[src/rtl/hbb_pkg.sv]
package hbb_pkg;
  typedef enum logic [3:0] {
    SEL_NONE, SEL_ROM, SEL_STAT, SEL_PTR_LO, SEL_PTR_HI, SEL_CMD,
    SEL_A_LO, SEL_A_HI, SEL_B_LO, SEL_B_HI,
    SEL_P0, SEL_P1, SEL_P2, SEL_P3
  } reg_sel_e;

  localparam int unsigned WIN_OFS_W = 5;
endpackage

[src/rtl/hbb_decode.sv]
module hbb_decode
  import hbb_pkg::*;
#(
  parameter int unsigned ADDR_W = 16
) (
  input  logic [ADDR_W-1:0] addr_i,
  output reg_sel_e          sel_o
);
  localparam int unsigned HOLE_W = ADDR_W - 1 - WIN_OFS_W;

  logic [HOLE_W-1:0]    upper;
  logic [WIN_OFS_W-1:0] ofs;

  assign upper = addr_i[ADDR_W-2:WIN_OFS_W];
  assign ofs   = addr_i[WIN_OFS_W-1:0];

  always_comb begin
    sel_o = SEL_NONE;
    if (addr_i[ADDR_W-1]) begin
      sel_o = SEL_ROM;
    end else if (upper == '0) begin
      case (ofs)
        5'h00:   sel_o = SEL_STAT;
        5'h01:   sel_o = SEL_PTR_LO;
        5'h02:   sel_o = SEL_PTR_HI;
        5'h03:   sel_o = SEL_CMD;
        5'h10:   sel_o = SEL_A_LO;
        5'h11:   sel_o = SEL_A_HI;
        5'h12:   sel_o = SEL_B_LO;
        5'h13:   sel_o = SEL_B_HI;
        5'h14:   sel_o = SEL_P0;
        5'h15:   sel_o = SEL_P1;
        5'h16:   sel_o = SEL_P2;
        5'h17:   sel_o = SEL_P3;
        default: sel_o = SEL_NONE;
      endcase
    end
  end
endmodule

[src/rtl/hbb_cmd_port.sv]
module hbb_cmd_port #(
  parameter int unsigned CMD_AW = 12,
  parameter int unsigned DATA_W = 8
) (
  input  logic              clk_i,
  input  logic              rst_ni,
  input  logic              ptr_lo_we_i,
  input  logic              ptr_hi_we_i,
  input  logic              data_we_i,
  input  logic [DATA_W-1:0] wdata_i,
  output logic [CMD_AW-1:0] ptr_o,
  output logic              cmd_we_o,
  output logic [CMD_AW-1:0] cmd_addr_o,
  output logic [DATA_W-1:0] cmd_data_o
);
  localparam int unsigned HI_W = CMD_AW - DATA_W;

  logic [CMD_AW-1:0] ptr_q;

  always_ff @(posedge clk_i or negedge rst_ni) begin
    if (!rst_ni) begin
      ptr_q      <= '0;
      cmd_we_o   <= 1'b0;
      cmd_addr_o <= '0;
      cmd_data_o <= '0;
    end else begin
      cmd_we_o <= data_we_i;
      if (data_we_i) begin
        cmd_addr_o <= ptr_q;
        cmd_data_o <= wdata_i;
        ptr_q      <= ptr_q + 1'b1;
      end else if (ptr_lo_we_i) begin
        ptr_q[DATA_W-1:0] <= wdata_i;
      end else if (ptr_hi_we_i) begin
        ptr_q[CMD_AW-1:DATA_W] <= wdata_i[HI_W-1:0];
      end
    end
  end

  assign ptr_o = ptr_q;

  a_r7_ptr_step: assert property (@(posedge clk_i) disable iff (!rst_ni)
    data_we_i |=> (ptr_q == $past(ptr_q) + 1'b1));
  a_r7_we_source: assert property (@(posedge clk_i) disable iff (!rst_ni)
    cmd_we_o |-> $past(data_we_i));
endmodule

[src/rtl/hbb_mul.sv]
module hbb_mul #(
  parameter int unsigned OP_W   = 16,
  parameter int unsigned DATA_W = 8
) (
  input  logic                clk_i,
  input  logic                rst_ni,
  input  logic [2*OP_W/DATA_W-1:0] we_i,   // A lanes low..high, then B lanes
  input  logic [DATA_W-1:0]   wdata_i,
  output logic [OP_W-1:0]     opa_o,
  output logic [OP_W-1:0]     opb_o,
  output logic [2*OP_W-1:0]   prod_o
);
  localparam int unsigned NB = OP_W / DATA_W;

  logic [DATA_W-1:0] a_q [NB];
  logic [DATA_W-1:0] b_q [NB];

  for (genvar i = 0; i < NB; i++) begin : g_lane
    always_ff @(posedge clk_i or negedge rst_ni) begin
      if (!rst_ni) a_q[i] <= '0;
      else if (we_i[i]) a_q[i] <= wdata_i;
    end
    always_ff @(posedge clk_i or negedge rst_ni) begin
      if (!rst_ni) b_q[i] <= '0;
      else if (we_i[NB+i]) b_q[i] <= wdata_i;
    end
    assign opa_o[i*DATA_W +: DATA_W] = a_q[i];
    assign opb_o[i*DATA_W +: DATA_W] = b_q[i];
  end

  // combinational so the product is ready on the access right after the last write
  assign prod_o = (2*OP_W)'(opa_o) * (2*OP_W)'(opb_o);

  a_r8_ops_hold: assert property (@(posedge clk_i) disable iff (!rst_ni)
    (we_i == '0) |=> ($stable(opa_o) && $stable(opb_o)));
endmodule

[src/rtl/host_bus_bridge.sv]
module host_bus_bridge
  import hbb_pkg::*;
#(
  parameter int unsigned ADDR_W = 16,
  parameter int unsigned DATA_W = 8,
  parameter int unsigned CMD_AW = 12,
  parameter int unsigned OP_W   = 16
) (
  input  logic              clk_i,
  input  logic              rst_ni,
  input  logic [ADDR_W-1:0] addr_i,
  input  logic [DATA_W-1:0] wdata_i,
  input  logic              rd_i,
  input  logic              wr_i,
  output logic [DATA_W-1:0] rdata_o,
  output logic [ADDR_W-2:0] rom_addr_o,
  input  logic [DATA_W-1:0] rom_data_i,
  output logic              cmd_we_o,
  output logic [CMD_AW-1:0] cmd_addr_o,
  output logic [DATA_W-1:0] cmd_data_o,
  output logic              rt_start_o,
  input  logic              frame_busy_i,
  input  logic [1:0]        half_ready_i
);
  localparam int unsigned NB   = OP_W / DATA_W;
  localparam int unsigned HI_W = CMD_AW - DATA_W;

  reg_sel_e             sel;
  logic [CMD_AW-1:0]    ptr;
  logic [2*NB-1:0]      mul_we;
  logic [OP_W-1:0]      opa, opb;
  logic [2*OP_W-1:0]    prod;
  logic [DATA_W-1:0]    rd_mux;
  logic [DATA_W-1:0]    rdata_q;
  logic                 start_q;

  hbb_decode #(.ADDR_W(ADDR_W)) u_dec (
    .addr_i (addr_i),
    .sel_o  (sel)
  );

  hbb_cmd_port #(.CMD_AW(CMD_AW), .DATA_W(DATA_W)) u_cmd (
    .clk_i       (clk_i),
    .rst_ni      (rst_ni),
    .ptr_lo_we_i (wr_i && sel == SEL_PTR_LO),
    .ptr_hi_we_i (wr_i && sel == SEL_PTR_HI),
    .data_we_i   (wr_i && sel == SEL_CMD),
    .wdata_i     (wdata_i),
    .ptr_o       (ptr),
    .cmd_we_o    (cmd_we_o),
    .cmd_addr_o  (cmd_addr_o),
    .cmd_data_o  (cmd_data_o)
  );

  assign mul_we = {wr_i && sel == SEL_B_HI, wr_i && sel == SEL_B_LO,
                   wr_i && sel == SEL_A_HI, wr_i && sel == SEL_A_LO};

  hbb_mul #(.OP_W(OP_W), .DATA_W(DATA_W)) u_mul (
    .clk_i   (clk_i),
    .rst_ni  (rst_ni),
    .we_i    (mul_we),
    .wdata_i (wdata_i),
    .opa_o   (opa),
    .opb_o   (opb),
    .prod_o  (prod)
  );

  assign rom_addr_o = addr_i[ADDR_W-2:0];

  always_comb begin
    case (sel)
      SEL_ROM:    rd_mux = rom_data_i;
      SEL_STAT:   rd_mux = {{(DATA_W-3){1'b0}}, half_ready_i, frame_busy_i};
      SEL_PTR_LO: rd_mux = ptr[DATA_W-1:0];
      SEL_PTR_HI: rd_mux = {{(DATA_W-HI_W){1'b0}}, ptr[CMD_AW-1:DATA_W]};
      SEL_A_LO:   rd_mux = opa[DATA_W-1:0];
      SEL_A_HI:   rd_mux = opa[OP_W-1:DATA_W];
      SEL_B_LO:   rd_mux = opb[DATA_W-1:0];
      SEL_B_HI:   rd_mux = opb[OP_W-1:DATA_W];
      SEL_P0:     rd_mux = prod[0*DATA_W +: DATA_W];
      SEL_P1:     rd_mux = prod[1*DATA_W +: DATA_W];
      SEL_P2:     rd_mux = prod[2*DATA_W +: DATA_W];
      SEL_P3:     rd_mux = prod[3*DATA_W +: DATA_W];
      default:    rd_mux = '0;
    endcase
  end

  always_ff @(posedge clk_i or negedge rst_ni) begin
    if (!rst_ni) begin
      rdata_q <= '0;
      start_q <= 1'b0;
    end else begin
      if (rd_i) rdata_q <= rd_mux;
      start_q <= wr_i && (sel == SEL_STAT) && wdata_i[0];
    end
  end

  assign rdata_o    = rdata_q;
  assign rt_start_o = start_q;

  a_r3_rom_write_quiet: assert property (@(posedge clk_i) disable iff (!rst_ni)
    (wr_i && addr_i[ADDR_W-1]) |=> (!cmd_we_o && !rt_start_o));
  a_r5_start_source: assert property (@(posedge clk_i) disable iff (!rst_ni)
    rt_start_o |-> ($past(wr_i) && $past(addr_i) == '0));
  a_r11_rdata_hold: assert property (@(posedge clk_i) disable iff (!rst_ni)
    !rd_i |=> $stable(rdata_o));
  a_r4_status_read: assert property (@(posedge clk_i) disable iff (!rst_ni)
    (rd_i && addr_i == '0) |=> (rdata_o[DATA_W-1:3] == '0));
endmodule

[config.mk]
export PLATFORM = sky130hd
export DESIGN_NAME = host_bus_bridge
export DESIGN_NICKNAME = d
export VERILOG_FILES = /design/src/rtl/hbb_pkg.sv /design/src/rtl/hbb_decode.sv /design/src/rtl/hbb_cmd_port.sv /design/src/rtl/hbb_mul.sv /design/src/rtl/host_bus_bridge.sv
export SDC_FILE = /design/constraint.sdc
export NUM_CORES = 1
export LEC_CHECK = 0
export CORE_ASPECT_RATIO = 0.6
export CORE_MARGIN = 1.5
export CORE_UTILIZATION = 45
export DETAILED_ROUTE_END_ITERATION = 10
export DONT_BUFFER_PORTS = 1
export GPL_ROUTABILITY_DRIVEN = 0
export PLACE_DENSITY = 0.68
export REMOVE_ABC_BUFFERS = 1
export SLEW_MARGIN = 20
export SYNTH_ARGS = -nofsm -noshare
export SYNTH_HDL_FRONTEND = slang
export SYNTH_HIERARCHICAL = 1
export SYNTH_SLANG_ARGS = --single-unit
[constraint.sdc]
create_clock -name clk_i -period 6.74 [get_ports clk_i]
set_input_delay 2.022 -clock clk_i [delete_from_list [all_inputs] [get_ports clk_i]]
set_output_delay 2.022 -clock clk_i [all_outputs]
set_load 0.01 [all_outputs]
==> flow_summary.yaml, run 1 <==
critical_path:
  crit_fanout: 10
  crit_type: "reg -> reg"
  reg2reg_depth: 19
  crit_path_end_kind: "register"
  critPathLaunchType: "register"
  cp.required_ns: 6.97
  arrival_ns: 6.80
floorplanning:
  core_um2: 28800
  die_h_um: 136
  std_cell_rows: 48
  ios: 84
  initial_core_util: 0.459
  dieArea_um2: 30500
  die-width_um: 224
timing:
  slew_headroom: 0.318
  fin_ws_ns: 0.169
  setup_viol: 0
  rsz0062_at_grt: "yes"
  hold_viol: 0
  maxSlewViolCount: 0
  fmax_mhz: 152
  min_period_ns: 6.57
  clock_skew_ns: 0.00574
  fin_crit_sh: 0.975
  tightest_slew_ns: 1.02
global_routing:
  overflow: 0
  antenna_found_initial: 3
  grt_use_total: 0.274
  grt_pass1_vias: 10600
  grt_pass1_wl_um: 63200
  grt_max_degree: 75
synthesis:
  syn-mean-instance-area_um2: 9.24
  synth-compound-area-share: 0.0977
  syn-cell-area_um2: 13200
  synth_simple_gate_area_frac: 0.185
  synth_xor_area_frac: 0.0198
  synth_fa_ha_area_frac: 0.396
  yosys-top-cells-area: "fa_1 29%, dfrtp_1 14%, ha_1 10%"
  synth_edf_count: 0
  yosysTopAreaCell: "fa_1"
  async_flop_share: 1.00
  ys_types: 93
  ys_ff_latch: 74
  ys.warnings.count: 6
  ys.flop_type: "dfrtp_1"
  synth_cells: 1432
  synth_top_family_by_area: "adder cells"
  ys_seq_area_frac: 0.140
  synthMuxAreaShare: 0.0588
  synth_top_area_frac: 0.293
detailed_routing:
  drtIter0Drc: 1230
  vias_per_cell: 5.85
  wl_um: 40700
  avgRoutedWirePerCell_um: 22.4
  drc: 0
  drt-pass1-iter-count: 6
  ant_nets: 0
  vias: 10600
clock_tree:
  htreeDepth: 3
  ctsHoldBuffers: 0
  clk_path_buf_depth: 2
  insertion_delay_ns: 0.34
  cts_root_buffer: "clkbuf_16"
  clk_pin_slew_ns: 0.07
  cts_sinks: 74
  cts_tree: "yes"
  cts_buffers: 9
min_path:
  hold_depth: 1
  hold_path.class: "reg -> reg"
power:
  leakage_nw: 7.09
  vdd_drop_max_uv: 142
  total_power_mw: 0.996
  powerDensity_nw_per_um2: 69.6
final_layout:
  final_cell_mix: "241 x inv_1, 194 x fa_1, 167 x nand2_1, 126 x and2_1, 107 x ha_1"
  final_common_cell: "inv_1"
  area_delta_synth_final_pct: 8.09
  nFillCells: 2606
  nets: 1778
  drive_above_1_share: 0.154
placed_design:
  dp_slack_ns: 0.0849
  dp_hpwl_um: 32700
  port_buffers: 0
outcome:
  status: "complete, no violations"
flow_run:
  maxCapViolCount: 0
[worst paths after layout]
path,from,end,slack [ns]
worst min register to register,u_cmd/cmd_addr_o[5],u_cmd/cmd_addr_o[5],0.58
max in group asynchronous,rst_ni,u_cmd/cmd_addr_o[7],5.28
worst max register to register,u_mul/opb_o[12],rdata_o[5],0.17
min in group asynchronous,rst_ni,u_cmd/cmd_data_o[3],1.37
worst min-delay path,u_cmd/cmd_addr_o[5],u_cmd/cmd_addr_o[5],0.58
worst max-delay path,u_mul/opb_o[12],rdata_o[5],0.17
[state kept, by name (all words and copies together) (netlist names)]
signal	cells
u_mul/opa_o	16
u_mul/opb_o	16
u_cmd/cmd_addr_o	12
u_cmd/ptr_o	12
rdata_o	8
u_cmd/cmd_data_o	8
rt_start_o	1
u_cmd/cmd_we_o	1
[cell usage after synthesis (all sizes together) (10+ instances only)]
library cell and instances:
nor2b 12, clkbuf 43, nor2 34, mux2 56
dfrtp 74, a211oi 18, and2 127, fa 194
nand3b 17, inv 241, mux2i 14, nand2 167
a21oi 44, ha 108, xnor2 19, buf 42
nand3 24, o21ai 30, nor3 19, xor2 10
[critical path, cell delays in order (launching register included)]
cell,delay [ns]
dfrtp_1,0.59
buf_4,0.32
and2_1,0.18
fa_1,0.44
fa_1,0.58
fa_1,0.51
fa_1,0.50
fa_1,0.44
ha_1,0.31
ha_1,0.42
and4_1,0.25
and2_1,0.27
nor4b_2,0.41
o21ai_1,0.11
a221oi_1,0.25
and4b_1,0.25
nand3b_1,0.08
a21oi_1,0.19
a2111oi_1,0.08
o32ai_1,0.28
[metal layers]
layer,vias to the layer above,global-route usage,share of wire
li1,4633,-,-
met1,5286,0.412,0.44
met2,635,0.366,0.40
met3,84,0.0996,0.14
met4,0,0.0608,0.024
met5,-,0.0129,0
[through the flow]
step	area [um2]	setup TNS [ns]	util	hold slack, ns	std cells
final	14300	0	0.496	0.578	1820
after global routing	14300	-0.0359	0.496	0.605	1819
after CTS	14200	0	0.492	0.585	1815
after detailed placement	13900	0	0.481	0.571	1799
after global placement	13900	0	0.481	0.566	1799
after floorplan	12800	-6.26	-	0.508	1347
[kinds of logic after synthesis]
logic type               count (synthesis)
AO/OA/AOI/OAI                          175
XOR/XNOR                                29
adder cells (fa/ha/maj)                302
buffers and inverters                  326
flip-flops                              74
multiplexers                            70
AND/OR/NAND/NOR                        456
[what timing repair did]
action | 4_1_cts | 5_1_grt
endpoints found under the setup margin | 0 | 7
buffers inserted | 0 | 2
resized for setup | 0 | 35
[layout make-up]
| cell class | count | area (um2) | share of cell area |
|---|---|---|---|
| Clock inverter | 7 | 85.1 | 0.00595 |
| Sequential cell | 74 | 1880 | 0.131 |
| Timing Repair Buffer | 79 | 593 | 0.0415 |
| Multi-Input combinational cell | 1032 | 10100 | 0.709 |
| Antenna cell | 3 | 7.51 | 0.000525 |
| Inverter | 241 | 905 | 0.0632 |
| Tap cell | 375 | 469 | 0.0328 |
| Clock buffer | 9 | 225 | 0.0157 |
[where the power goes]
group / switching, mW / total (mW) / internal [mW]
Clock: 0.217 / 0.511 / 0.294
Sequential: 0.00720 / 0.454 / 0.447
Combinational: 0.0180 / 0.0302 / 0.0122
(Power assumes the default switching activity.)
==> run 2: changes to the inputs <==
--- a/config.mk
+++ b/config.mk
@@ -6,7 +6,7 @@
 export NUM_CORES = 1
 export LEC_CHECK = 0
 export CORE_ASPECT_RATIO = 0.6
-export CORE_MARGIN = 1.5
+export CORE_MARGIN = 8
 export CORE_UTILIZATION = 45
 export DETAILED_ROUTE_END_ITERATION = 10
 export DONT_BUFFER_PORTS = 1
==> run 2 against run 1 <==
Compared with the run above:
- first-iteration DRC count shrank 6.3%
- via count is 0.65% lower
- routed wire length decreased by 1.5%
- sequential power is essentially flat
- clock skew increased by 0.0027 ns
- critical path type unchanged
- die area rose by 16%
- critical endpoint is now rdata_o[1]
==> flow_summary.yaml, run 2 (same netlist as run 1, synthesis figures left out) <==
placed_design:
  dp_slack_ns: 0.121
  dp_hpwl_um: 32100
  port_buffers: 0
  placedCellCount: 1791
global_routing:
  grt_max_degree: 75
  antenna_found_initial: 4
  overflow: 0
  grt_use_total: 0.226
  grt_pass1_wl_um: 62500
  grt_pass1_vias: 10700
critical_path:
  crit_type: "reg -> reg"
  crit_fanout: 7
  reg2reg_depth: 24
  critPathLaunchType: "register"
  crit_path_end_kind: "register"
  arrival_ns: 6.70
  cp.required_ns: 6.93
timing:
  tightest_slew_ns: 1.04
  maxSlewViolCount: 0
  fin_ws_ns: 0.228
  setup_viol: 0
  min_period_ns: 6.51
  hold_viol: 0
  fin_crit_sh: 0.966
  hold_ws_ns: 0.585
  clock_skew_ns: 0.00846
  fin_tns_setup_ns: 0
  fmax_mhz: 154
  slew_headroom: 0.306
outcome:
  status: "complete, no violations"
floorplanning:
  initial_core_util: 0.459
  die-width_um: 237
  ios: 84
  dieArea_um2: 35300
  core_um2: 28800
  die_h_um: 149
  std_cell_rows: 48
clock_tree:
  cts_tree: "yes"
  ctsHoldBuffers: 0
  clk_path_buf_depth: 2
  clk_pin_slew_ns: 0.06
  cts_root_buffer: "clkbuf_16"
  insertion_delay_ns: 0.34
  cts_buffers: 9
  htreeDepth: 3
  cts_sinks: 74
final_layout:
  final_common_cell: "inv_1"
  nFillCells: 2638
  drive_above_1_share: 0.155
  area_delta_synth_final_pct: 8.51
  multi_input_area_um2: 10200
  final_cell_mix: "241 x inv_1, 193 x fa_1, 167 x nand2_1, 126 x and2_1, 107 x ha_1"
  register_area_um2: 1880
  instances_no_fill: 1818
  nets: 1776
detailed_routing:
  vias: 10600
  wl_um: 40100
  vias_per_cell: 5.81
  drc: 0
  avgRoutedWirePerCell_um: 22.1
  drt-pass1-iter-count: 5
  ant_nets: 0
  drtIter0Drc: 1153
min_path:
  hold_depth: 1
  hold_path.class: "reg -> reg"
power:
  total_power_mw: 1.03
  leakage_nw: 7.13
  vdd_drop_max_uv: 127
  powerDensity_nw_per_um2: 71.6
flow_run:
  maxCapViolCount: 0
==> run 2: cell count changes in the layout (fill, tap and decap cells not counted), sizes merged <==
cell	delta
buf	-2
bufinv	+1
clkbuf	+1
clkinv	-1
inv	-1
==> run 2: repair_timing <==
| item | in CTS | in global routing |
|---|---|---|
| setup buffers | 0 | 8 |
| endpoints found under the setup margin | 0 | 8 |
| gates resized for setup | 0 | 38 |
==> run 2: worst paths after layout <==
path	slack, ns	start	endpoint
worst max-delay path	0.23	u_mul/opb_o[8]	rdata_o[1]
worst min-delay path	0.58	u_cmd/cmd_data_o[6]	u_cmd/cmd_data_o[6]
worst max register to register	0.23	u_mul/opb_o[8]	rdata_o[1]
worst min register to register	0.58	u_cmd/cmd_data_o[6]	u_cmd/cmd_data_o[6]
max in group asynchronous	5.24	rst_ni	u_mul/opb_o[7]
min in group asynchronous	1.37	rst_ni	u_mul/opa_o[4]
==> run 2: power by group <==
group,total (mW),switching (mW),internal (mW)
Combinational,0.0302,0.0179,0.0122
Clock,0.544,0.204,0.340
Sequential,0.455,0.00717,0.447
Total,1.03,0.229,0.799
==> run 2: critical path, cell delays in order (launching register included) <==
cell and delay, ns:
dfrtp_1 0.54, nand2_1 0.13, fa_1 0.53, inv_1 0.06, fa_1 0.49, inv_1 0.05
fa_1 0.53, inv_1 0.07, fa_1 0.49, fa_1 0.51, inv_1 0.05, fa_1 0.48
inv_1 0.04, ha_1 0.28, a21oi_1 0.30, nand2_1 0.14, a21o_2 0.24, o31a_4 0.14
o31ai_2 0.29, buf_4 0.16, a211oi_2 0.06, nand3_1 0.09, a21oi_1 0.11, nor4_1 0.39
o221ai_1 0.16
==> run 2: metal layers <==
metal,track usage,share of wire,vias up
met5,0.0151,0.0022,-
met4,0.0459,0.021,4
met3,0.0701,0.12,71
met2,0.320,0.41,589
met1,0.333,0.45,5279
li1,-,-,4626
==> run 2: metrics by stage <==
step	cell area [um2]	utilization
2_1_floorplan	12800	-
3_3_place_gp	13800	0.480
3_5_place_dp	13800	0.480
4_1_cts	14200	0.491
5_1_grt	14400	0.498
6_report	14400	0.498
==> run 2: area by class of cell <==
type,count,area share
clock inverter,6,0.00680
sequential,74,0.131
timing repair buffer,77,0.0429
antenna,3,0.000523
clock buffer,10,0.0166
multi-input combinational,1032,0.707
tap,375,0.0327
inverter,241,0.0630
